**config.mk**
```make
export PLATFORM = sky130hd
export DESIGN_NAME = gsc_array_top
export DESIGN_NICKNAME = d
export VERILOG_FILES = /design/src/rtl/gsc_pkg.sv /design/src/rtl/gsc_pixel.sv /design/src/rtl/gsc_sequencer.sv /design/src/rtl/gsc_selector.sv /design/src/rtl/gsc_array_top.sv
export SDC_FILE = /design/constraint.sdc
export NUM_CORES = 2
export LEC_CHECK = 0
export CORE_MARGIN = 2
export CORE_UTILIZATION = 35
export CTS_CLUSTER_SIZE = 20
export DETAILED_ROUTE_END_ITERATION = 12
export PLACE_DENSITY = 0.6
export SLEW_MARGIN = 20
export SYNTH_ARGS = -nofsm -noshare
export SYNTH_HDL_FRONTEND = slang
export SYNTH_SLANG_ARGS = --single-unit
```
**constraint.sdc**
```tcl
create_clock -name clk -period 11.15 [get_ports clk]
set_clock_uncertainty 0.05 [all_clocks]
set_input_delay 2.23 -clock clk [delete_from_list [all_inputs] [get_ports clk]]
set_output_delay 2.23 -clock clk [all_outputs]
set_load 0.01 [all_outputs]
```
**src/rtl/gsc_pkg.sv**
```systemverilog
// Shared count type and Gray/binary conversions for the hit counter array.
// Assumes one common count width for all pixels.
package gsc_pkg;
    localparam int CNT_W = 8;
    typedef logic [CNT_W-1:0] count_t;
    localparam count_t GRAY_MAX = count_t'(1) << (CNT_W - 1);

    // Binary to reflected Gray code.
    function automatic count_t bin2gray(input count_t b);
        return b ^ (b >> 1);
    endfunction

    // Reflected Gray code to binary, MSB first.
    function automatic count_t gray2bin(input count_t g);
        count_t b;
        b[CNT_W-1] = g[CNT_W-1];
        for (int i = CNT_W - 2; i >= 0; i--) begin
            b[i] = b[i+1] ^ g[i];
        end
        return b;
    endfunction
endpackage

```
**src/rtl/gsc_pixel.sv**
```systemverilog
// One pixel: saturating Gray-code hit counter plus one register per slice.
// Assumes the controls from the sequencer are mutually prioritised:
// clear over store over count.
module gsc_pixel
    import gsc_pkg::*;
#(
    parameter int NUM_SLICES = 16,
    parameter int IDX_W      = 4
) (
    input  logic             clk,
    input  logic             rst_n,
    input  logic             hit_i,
    input  logic             count_en_i,
    input  logic             clear_i,
    input  logic             store_i,
    input  logic [IDX_W-1:0] store_idx_i,
    input  logic [IDX_W-1:0] rd_idx_i,
    output count_t           rd_gray_o
);
    count_t cnt_q;
    count_t slot_q [NUM_SLICES];
    count_t cnt_bin;
    count_t cnt_inc;
    count_t cnt_first;

    // Next Gray value with saturation, and first value of a new slice.
    always_comb begin
        cnt_bin   = gray2bin(cnt_q);
        cnt_inc   = (cnt_bin == '1) ? cnt_q : bin2gray(cnt_bin + count_t'(1));
        cnt_first = (hit_i && count_en_i) ? bin2gray(count_t'(1)) : '0;
    end

    // Counter and slice register update.
    always_ff @(posedge clk) begin
        if (!rst_n) begin
            cnt_q <= '0;
            for (int s = 0; s < NUM_SLICES; s++) slot_q[s] <= '0;
        end else if (clear_i) begin
            cnt_q <= cnt_first;
            for (int s = 0; s < NUM_SLICES; s++) slot_q[s] <= '0;
        end else if (store_i) begin
            slot_q[store_idx_i] <= cnt_q;
            cnt_q               <= cnt_first;
        end else if (count_en_i && hit_i) begin
            cnt_q <= cnt_inc;
        end
    end

    assign rd_gray_o = slot_q[rd_idx_i];

    AST_GRAY_STEP: assert property (@(posedge clk) disable iff (!rst_n)
        (!clear_i && !store_i) |=> ($countones(cnt_q ^ $past(cnt_q)) <= 1));
    AST_SAT_HOLD: assert property (@(posedge clk) disable iff (!rst_n)
        (cnt_q == GRAY_MAX && hit_i && count_en_i && !clear_i && !store_i) |=> (cnt_q == GRAY_MAX));
    AST_SLICE_RESTART: assert property (@(posedge clk) disable iff (!rst_n)
        (store_i && !clear_i) |=> (cnt_q == ($past(hit_i && count_en_i) ? count_t'(1) : count_t'(0))));
    AST_NO_COUNT_OFF: assert property (@(posedge clk) disable iff (!rst_n)
        (!count_en_i && !clear_i && !store_i) |=> $stable(cnt_q));
endmodule

```
**src/rtl/gsc_sequencer.sv**
```systemverilog
// Train window and readout index control shared by all pixels.
// Assumes strobes are single-cycle; readout_i is a level.
module gsc_sequencer #(
    parameter int NUM_SLICES = 16,
    parameter int IDX_W      = 4
) (
    input  logic             clk,
    input  logic             rst_n,
    input  logic             train_start_i,
    input  logic             slice_end_i,
    input  logic             readout_i,
    input  logic             rd_strobe_i,
    output logic             count_en_o,
    output logic             clear_o,
    output logic             store_o,
    output logic [IDX_W-1:0] store_idx_o,
    output logic [IDX_W-1:0] rd_idx_o
);
    localparam logic [IDX_W-1:0] LAST = IDX_W'(NUM_SLICES - 1);

    logic             open_q;
    logic [IDX_W-1:0] ptr_q;
    logic             rd_mode_q;
    logic [IDX_W-1:0] rd_idx_q;

    // Decode per-cycle pixel controls.
    always_comb begin
        clear_o     = train_start_i;
        count_en_o  = (open_q || train_start_i) && !readout_i;
        store_o     = slice_end_i && open_q && !readout_i && !train_start_i;
        store_idx_o = ptr_q;
    end

    // Window state and slice pointer.
    always_ff @(posedge clk) begin
        if (!rst_n) begin
            open_q <= 1'b0;
            ptr_q  <= '0;
        end else if (train_start_i) begin
            open_q <= 1'b1;
            ptr_q  <= '0;
        end else if (store_o) begin
            if (ptr_q == LAST) begin
                open_q <= 1'b0;
                ptr_q  <= '0;
            end else begin
                ptr_q <= ptr_q + 1'b1;
            end
        end
    end

    // Read index: zero on readout entry, wrapping advance on strobe.
    always_ff @(posedge clk) begin
        if (!rst_n) begin
            rd_mode_q <= 1'b0;
            rd_idx_q  <= '0;
        end else begin
            rd_mode_q <= readout_i;
            if (readout_i && !rd_mode_q)
                rd_idx_q <= '0;
            else if (readout_i && rd_strobe_i)
                rd_idx_q <= (rd_idx_q == LAST) ? '0 : rd_idx_q + 1'b1;
        end
    end

    assign rd_idx_o = rd_idx_q;

    AST_WINDOW_CLOSE: assert property (@(posedge clk) disable iff (!rst_n)
        (store_o && ptr_q == LAST) |=> !open_q);
    AST_RD_ENTRY: assert property (@(posedge clk) disable iff (!rst_n)
        (readout_i && !rd_mode_q) |=> (rd_idx_q == '0));
    AST_RD_WRAP: assert property (@(posedge clk) disable iff (!rst_n)
        (readout_i && rd_mode_q && rd_strobe_i && rd_idx_q == LAST) |=> (rd_idx_q == '0));
    AST_IDX_HOLD: assert property (@(posedge clk) disable iff (!rst_n)
        (!readout_i) |=> $stable(rd_idx_q));
endmodule

```
**src/rtl/gsc_selector.sv**
```systemverilog
// Column and row token shift registers; a pixel is selected where a
// column token and a row token cross. Assumes steps are single-cycle.
module gsc_selector #(
    parameter int NUM_X = 3,
    parameter int NUM_Y = 3
) (
    input  logic                   clk,
    input  logic                   rst_n,
    input  logic                   xstep_i,
    input  logic                   xbit_i,
    input  logic                   ystep_i,
    input  logic                   ybit_i,
    output logic [NUM_X*NUM_Y-1:0] sel_o
);
    logic [NUM_X-1:0] x_q;
    logic [NUM_Y-1:0] y_q;

    // Column token shift.
    always_ff @(posedge clk) begin
        if (!rst_n)       x_q <= '0;
        else if (xstep_i) x_q <= {x_q[NUM_X-2:0], xbit_i};
    end

    // Row token shift.
    always_ff @(posedge clk) begin
        if (!rst_n)       y_q <= '0;
        else if (ystep_i) y_q <= {y_q[NUM_Y-2:0], ybit_i};
    end

    for (genvar iy = 0; iy < NUM_Y; iy++) begin : g_row
        for (genvar ix = 0; ix < NUM_X; ix++) begin : g_col
            assign sel_o[iy*NUM_X+ix] = x_q[ix] && y_q[iy];
        end
    end

    AST_X_SHIFT: assert property (@(posedge clk) disable iff (!rst_n)
        xstep_i |=> (x_q[0] == $past(xbit_i)));
    AST_X_HOLD: assert property (@(posedge clk) disable iff (!rst_n)
        !xstep_i |=> $stable(x_q));
    AST_Y_HOLD: assert property (@(posedge clk) disable iff (!rst_n)
        !ystep_i |=> $stable(y_q));
endmodule

```
**src/rtl/gsc_array_top.sv**
```systemverilog
// Hit counter array top: per-pixel sliced Gray counters, shared window
// and readout sequencer, token pixel selector and read data formatting.
// Assumes hit inputs are already synchronized to clk.
module gsc_array_top
    import gsc_pkg::*;
#(
    parameter int NUM_X      = 3,
    parameter int NUM_Y      = 3,
    parameter int NUM_SLICES = 16,
    localparam int NUM_PIX   = NUM_X * NUM_Y,
    localparam int IDX_W     = $clog2(NUM_SLICES)
) (
    input  logic               clk,
    input  logic               rst_n,
    input  logic [NUM_PIX-1:0] hit_i,
    input  logic               train_start_i,
    input  logic               slice_end_i,
    input  logic               readout_i,
    input  logic               rd_strobe_i,
    input  logic               fmt_bin_i,
    input  logic               xstep_i,
    input  logic               xbit_i,
    input  logic               ystep_i,
    input  logic               ybit_i,
    output logic [NUM_PIX-1:0] pix_sel_o,
    output logic [IDX_W-1:0]   rd_idx_o,
    output logic [CNT_W-1:0]   data_o
);
    logic             count_en;
    logic             clear;
    logic             store;
    logic [IDX_W-1:0] store_idx;
    logic [IDX_W-1:0] rd_idx;
    count_t           rd_gray [NUM_PIX];
    count_t           picked;

    gsc_sequencer #(.NUM_SLICES(NUM_SLICES), .IDX_W(IDX_W)) u_seq (
        .clk(clk), .rst_n(rst_n),
        .train_start_i(train_start_i), .slice_end_i(slice_end_i),
        .readout_i(readout_i), .rd_strobe_i(rd_strobe_i),
        .count_en_o(count_en), .clear_o(clear), .store_o(store),
        .store_idx_o(store_idx), .rd_idx_o(rd_idx)
    );

    gsc_selector #(.NUM_X(NUM_X), .NUM_Y(NUM_Y)) u_sel (
        .clk(clk), .rst_n(rst_n),
        .xstep_i(xstep_i), .xbit_i(xbit_i),
        .ystep_i(ystep_i), .ybit_i(ybit_i),
        .sel_o(pix_sel_o)
    );

    for (genvar p = 0; p < NUM_PIX; p++) begin : g_pix
        gsc_pixel #(.NUM_SLICES(NUM_SLICES), .IDX_W(IDX_W)) u_pix (
            .clk(clk), .rst_n(rst_n), .hit_i(hit_i[p]),
            .count_en_i(count_en), .clear_i(clear), .store_i(store),
            .store_idx_i(store_idx), .rd_idx_i(rd_idx),
            .rd_gray_o(rd_gray[p])
        );
    end

    // Merge the selected pixels' slice values and apply the output format.
    always_comb begin
        picked = '0;
        for (int p = 0; p < NUM_PIX; p++) begin
            if (pix_sel_o[p]) picked = picked | rd_gray[p];
        end
        if (!readout_i)     data_o = '0;
        else if (fmt_bin_i) data_o = gray2bin(picked);
        else                data_o = picked;
    end

    assign rd_idx_o = rd_idx;

    AST_NO_SEL_QUIET: assert property (@(posedge clk) disable iff (!rst_n)
        (pix_sel_o == '0) |-> (data_o == '0));
endmodule

```
==> results_dict.tcl <==
set metrics [dict create \
    grt-ovfl-total 0 \
    pin_count 41 \
    power_switching_mw 2.321 \
    drc 0 \
    syn_avg_cell_area_um2 13.77 \
    grt_max_degree 168 \
    slew_headroom 0.1982 \
    rr_startpoint "u_seq.store_idx_o[3]$_SDFFE_PP0P_" \
    synth_area_leaders "edfxtp_1 (60%), mux4_2 (9.6%), nor3_1 (6.1%)" \
    final_area_um2 64600 \
    synth.most_common_cell "edfxtp_1" \
    root_buffer "clkbuf_16" \
    drv_cap 0 \
    globalplace.congestion 0.8238 \
    synth_top_flop_cell "edfxtp_1" \
    nets 4094 \
    crit_slowest_cell "buf_4" \
    setup_viol 0 \
    port_buffers 40 \
    ff2ff_setup_slack_ps 5910 \
    critPathTopFamily "simple AND/OR/NAND/NOR gates" \
    cts.sinks 1244 \
    initial_core_util 0.3511 \
    synth_enable_flop_cells 1152 \
    cts_resized 0 \
    whs_path_depth 2 \
    p_sw_frac 0.2218 \
    drt-total-wl_um 181000 \
    fin_tns_setup_ps 0 \
    ys_ff_latch 1244 \
    start_kind "register" \
    period_needed_ps 8627 \
    dr.pass1.iters 5 \
    cts_buffer_depth 3 \
    antenna_found_initial 5 \
    status "finished, final reports clean" \
    cts_tree "yes" \
    path_cells "buf_4, mux4_2, mux2i_1, o31ai_1, nor4_1, nand3_1, xor2_1, xnor2_2, mux2_4, nand3_1, nor3b_2, clkdlybuf4s50_1" \
    cts_setup_buffers 0 \
    hp-class "register to register" \
    routed_via_density 6.013 \
    power.leakage_nw 21.29 \
    n_fill_cell 15230 \
    die_w_um 410.2 \
    cts_hold_buf 0 \
    worst_ep_required_time_ps 8870 \
    worstHoldStart "g_pix[1].u_pix.cnt_q[1]$_SDFFE_PN0P_" \
    syn_inst 4192 \
    tightest_slew_ps 1203 \
    cp-end-kind "output pin" \
    synth_top_area_share 0.5991 \
    timing.critical_path.mode_cell "nand3_1" \
    p_int_mw 8.143 \
    grt_pass1_vias 37220 \
    r2r-end "g_pix[5].u_pix.slot_q[4][1]$_SDFFCE_PN0P_" \
    placed_cell_area_um2 60090 \
    post-route-period-util 0.7737 \
    reg2reg_depth 6 \
    area_delta_synth_final_pct 11.88 \
    critical_path_class "register to output pin" \
    rsz0062_at_grt "false" \
    hold_violations 0 \
    htreeDepth 4 \
    p_comb_frac 0.053 \
    die_height_um 410.2 \
    core_um2 164400 \
    max_stage_delay_ps 810 \
    async_flop_share 0 \
    worst-path-max-fanout 50 \
    dpl.hpwl_um 100500 \
    sequentialPowerShare 0.511 \
    clkSlewWorstSetupHoldPaths_ps 60 \
    drt_iter0_markers 4991 \
    p_per_area_nw_per_um2 162.0 \
    drive_gt1_frac 0.1418 \
    whs_endpoint "g_pix[1].u_pix.cnt_q[1]$_SDFFE_PN0P_" \
    drtAntennaViolNets 0 \
    synth.cell_area_um2 57740 \
    yosysSeqAreaShare 0.6310 \
    yosysWarnings 0 \
    path_buf_inv 2 \
    rows 149 \
    numCtsBuffers 140 \
    final_max_slew_viol_count 0 \
    clk_latency_ps 760 \
    yosys.area.top_type "edfxtp_1" \
    synth_nets 4280 \
    die-area_um2 168200 \
    grtUsageTotal 0.2133 \
    grt_pass1_wl_um 265900 \
    vdd.ir_drop.worst_mv 0.1126 \
    p_clk_frac 0.435 \
    fmax_mhz 115.9 \
    synth_cell_types 55 \
    yosys-top-cells-count "edfxtp_1 (1152), nor3_1 (706), clkbuf_1 (384), nor4_1 (256), mux4_2 (247)" \
    cp.arrival_ps 6350 \
    routedWlPerCell_um 28.69 \
    dr_total_vias 37940 \
]
## per-layer routing
layer	wire length, µm	vias up	global-route usage
li1	-	15940	-
met1	75030	19690	0.3047
met2	83200	2014	0.3264
met3	17960	286	0.04460
met4	4680	6	0.06320
met5	166	-	0
## cell families (layout without fill, tap and decap cells)
| family | Yosys count | count (layout) | synth area share |
|---|---|---|---|
| XOR/XNOR | 119 | 119 | 0.01831 |
| AND/OR/NAND/NOR | 1513 | 1513 | 0.1392 |
| AO/OA/AOI/OAI | 258 | 258 | 0.03116 |
| flip-flops | 1244 | 1244 | 0.6310 |
| adder cells (fa/ha/maj) | 68 | 68 | 0.01474 |
| multiplexers | 404 | 404 | 0.1237 |
| other | 0 | 2 | 0 |
| buffers and inverters | 586 | 513 | 0.04180 |
## placed cells by master, fill, tap and decap left out, drive strengths merged, types with 21 or more instances in the layout
| master | instances |
|---|---|
| a211oi | 41 |
| a21oi | 50 |
| a22oi | 106 |
| and2 | 140 |
| and3 | 77 |
| buf | 88 |
| clkbuf | 196 |
| clkdlybuf4s50 | 39 |
| clkinv | 51 |
| dfxtp | 92 |
| edfxtp | 1152 |
| ha | 68 |
| inv | 129 |
| mux2i | 152 |
| mux4 | 247 |
| nand2 | 86 |
| nand3 | 74 |
| nand4 | 21 |
| nor2 | 106 |
| nor2b | 25 |
| nor3 | 706 |
| nor4 | 256 |
| xnor2 | 94 |
| xor2 | 25 |
## metrics by stage
step                  util  setup slack, ps  power, mW  cells  hold WS, ps
floorplan                -             2271      5.806   4192        394.9
finish              0.3929             2523      10.46   6310        417.0
global route        0.3928             2306      10.73   6308        442.8
global placement    0.3650             3228      5.990   6051        403.1
detailed placement  0.3654             3241      6.001   6053        408.9
CTS                 0.3926             2477      10.49   6308        417.0
## how the worst max path moves through the flow
stage               startpoint                                         to  depth (start not counted)
floorplan            readout_i  g_pix[0].u_pix.slot_q[7][0]$_SDFFCE_PN0P_                          7
global placement      register                                  data_o[0]                         12
detailed placement   readout_i  g_pix[1].u_pix.slot_q[3][0]$_SDFFCE_PN0P_                          8
CTS                   register                                  data_o[0]                         12
global route          register                                  data_o[0]                         12
finish                register                                  data_o[0]                         12
## flip-flops by register name, summed over array words and instances (netlist names), named ones only
signal and count:
g_pix.u_pix.slot_q 1152, g_pix.u_pix.cnt_q 72, u_seq.rd_idx_o 4, u_seq.store_idx_o 4, u_sel.x_q 3, u_sel.y_q 3
u_seq.open_q 1, u_seq.rd_mode_q 1
## power by group through the flow
stage                     registers (mW)  logic (mW)  clock network [mW]
after global routing                5.37       0.587                4.77
final                               5.35       0.556                4.56
after global placement              5.44       0.547                   0
after detailed placement            5.45       0.551                   0
after floorplan                     5.45       0.358                   0
after CTS                           5.35       0.554                4.59
## layout make-up
class,count,area (µm²),area share
Antenna cell,2,5.005,0.00007748
Tap cell,2189,2739,0.04240
Multi-Input combinational cell,2362,19220,0.2975
Sequential cell,1244,36450,0.5643
Timing Repair Buffer,127,1221,0.01890
Inverter,131,491.7,0.007612
Clock inverter,59,506.7,0.007844
Clock buffer,196,3963,0.06134
## worst reg2reg max path, delay by kind of cell (launching register included)
| family | cells | cell delay, ps |
|---|---|---|
| buf+inv | 4 | 3390 |
| simple gates | 2 | 980 |
| flops | 1 | 500 |
Power figures use the tool's default switching activity.
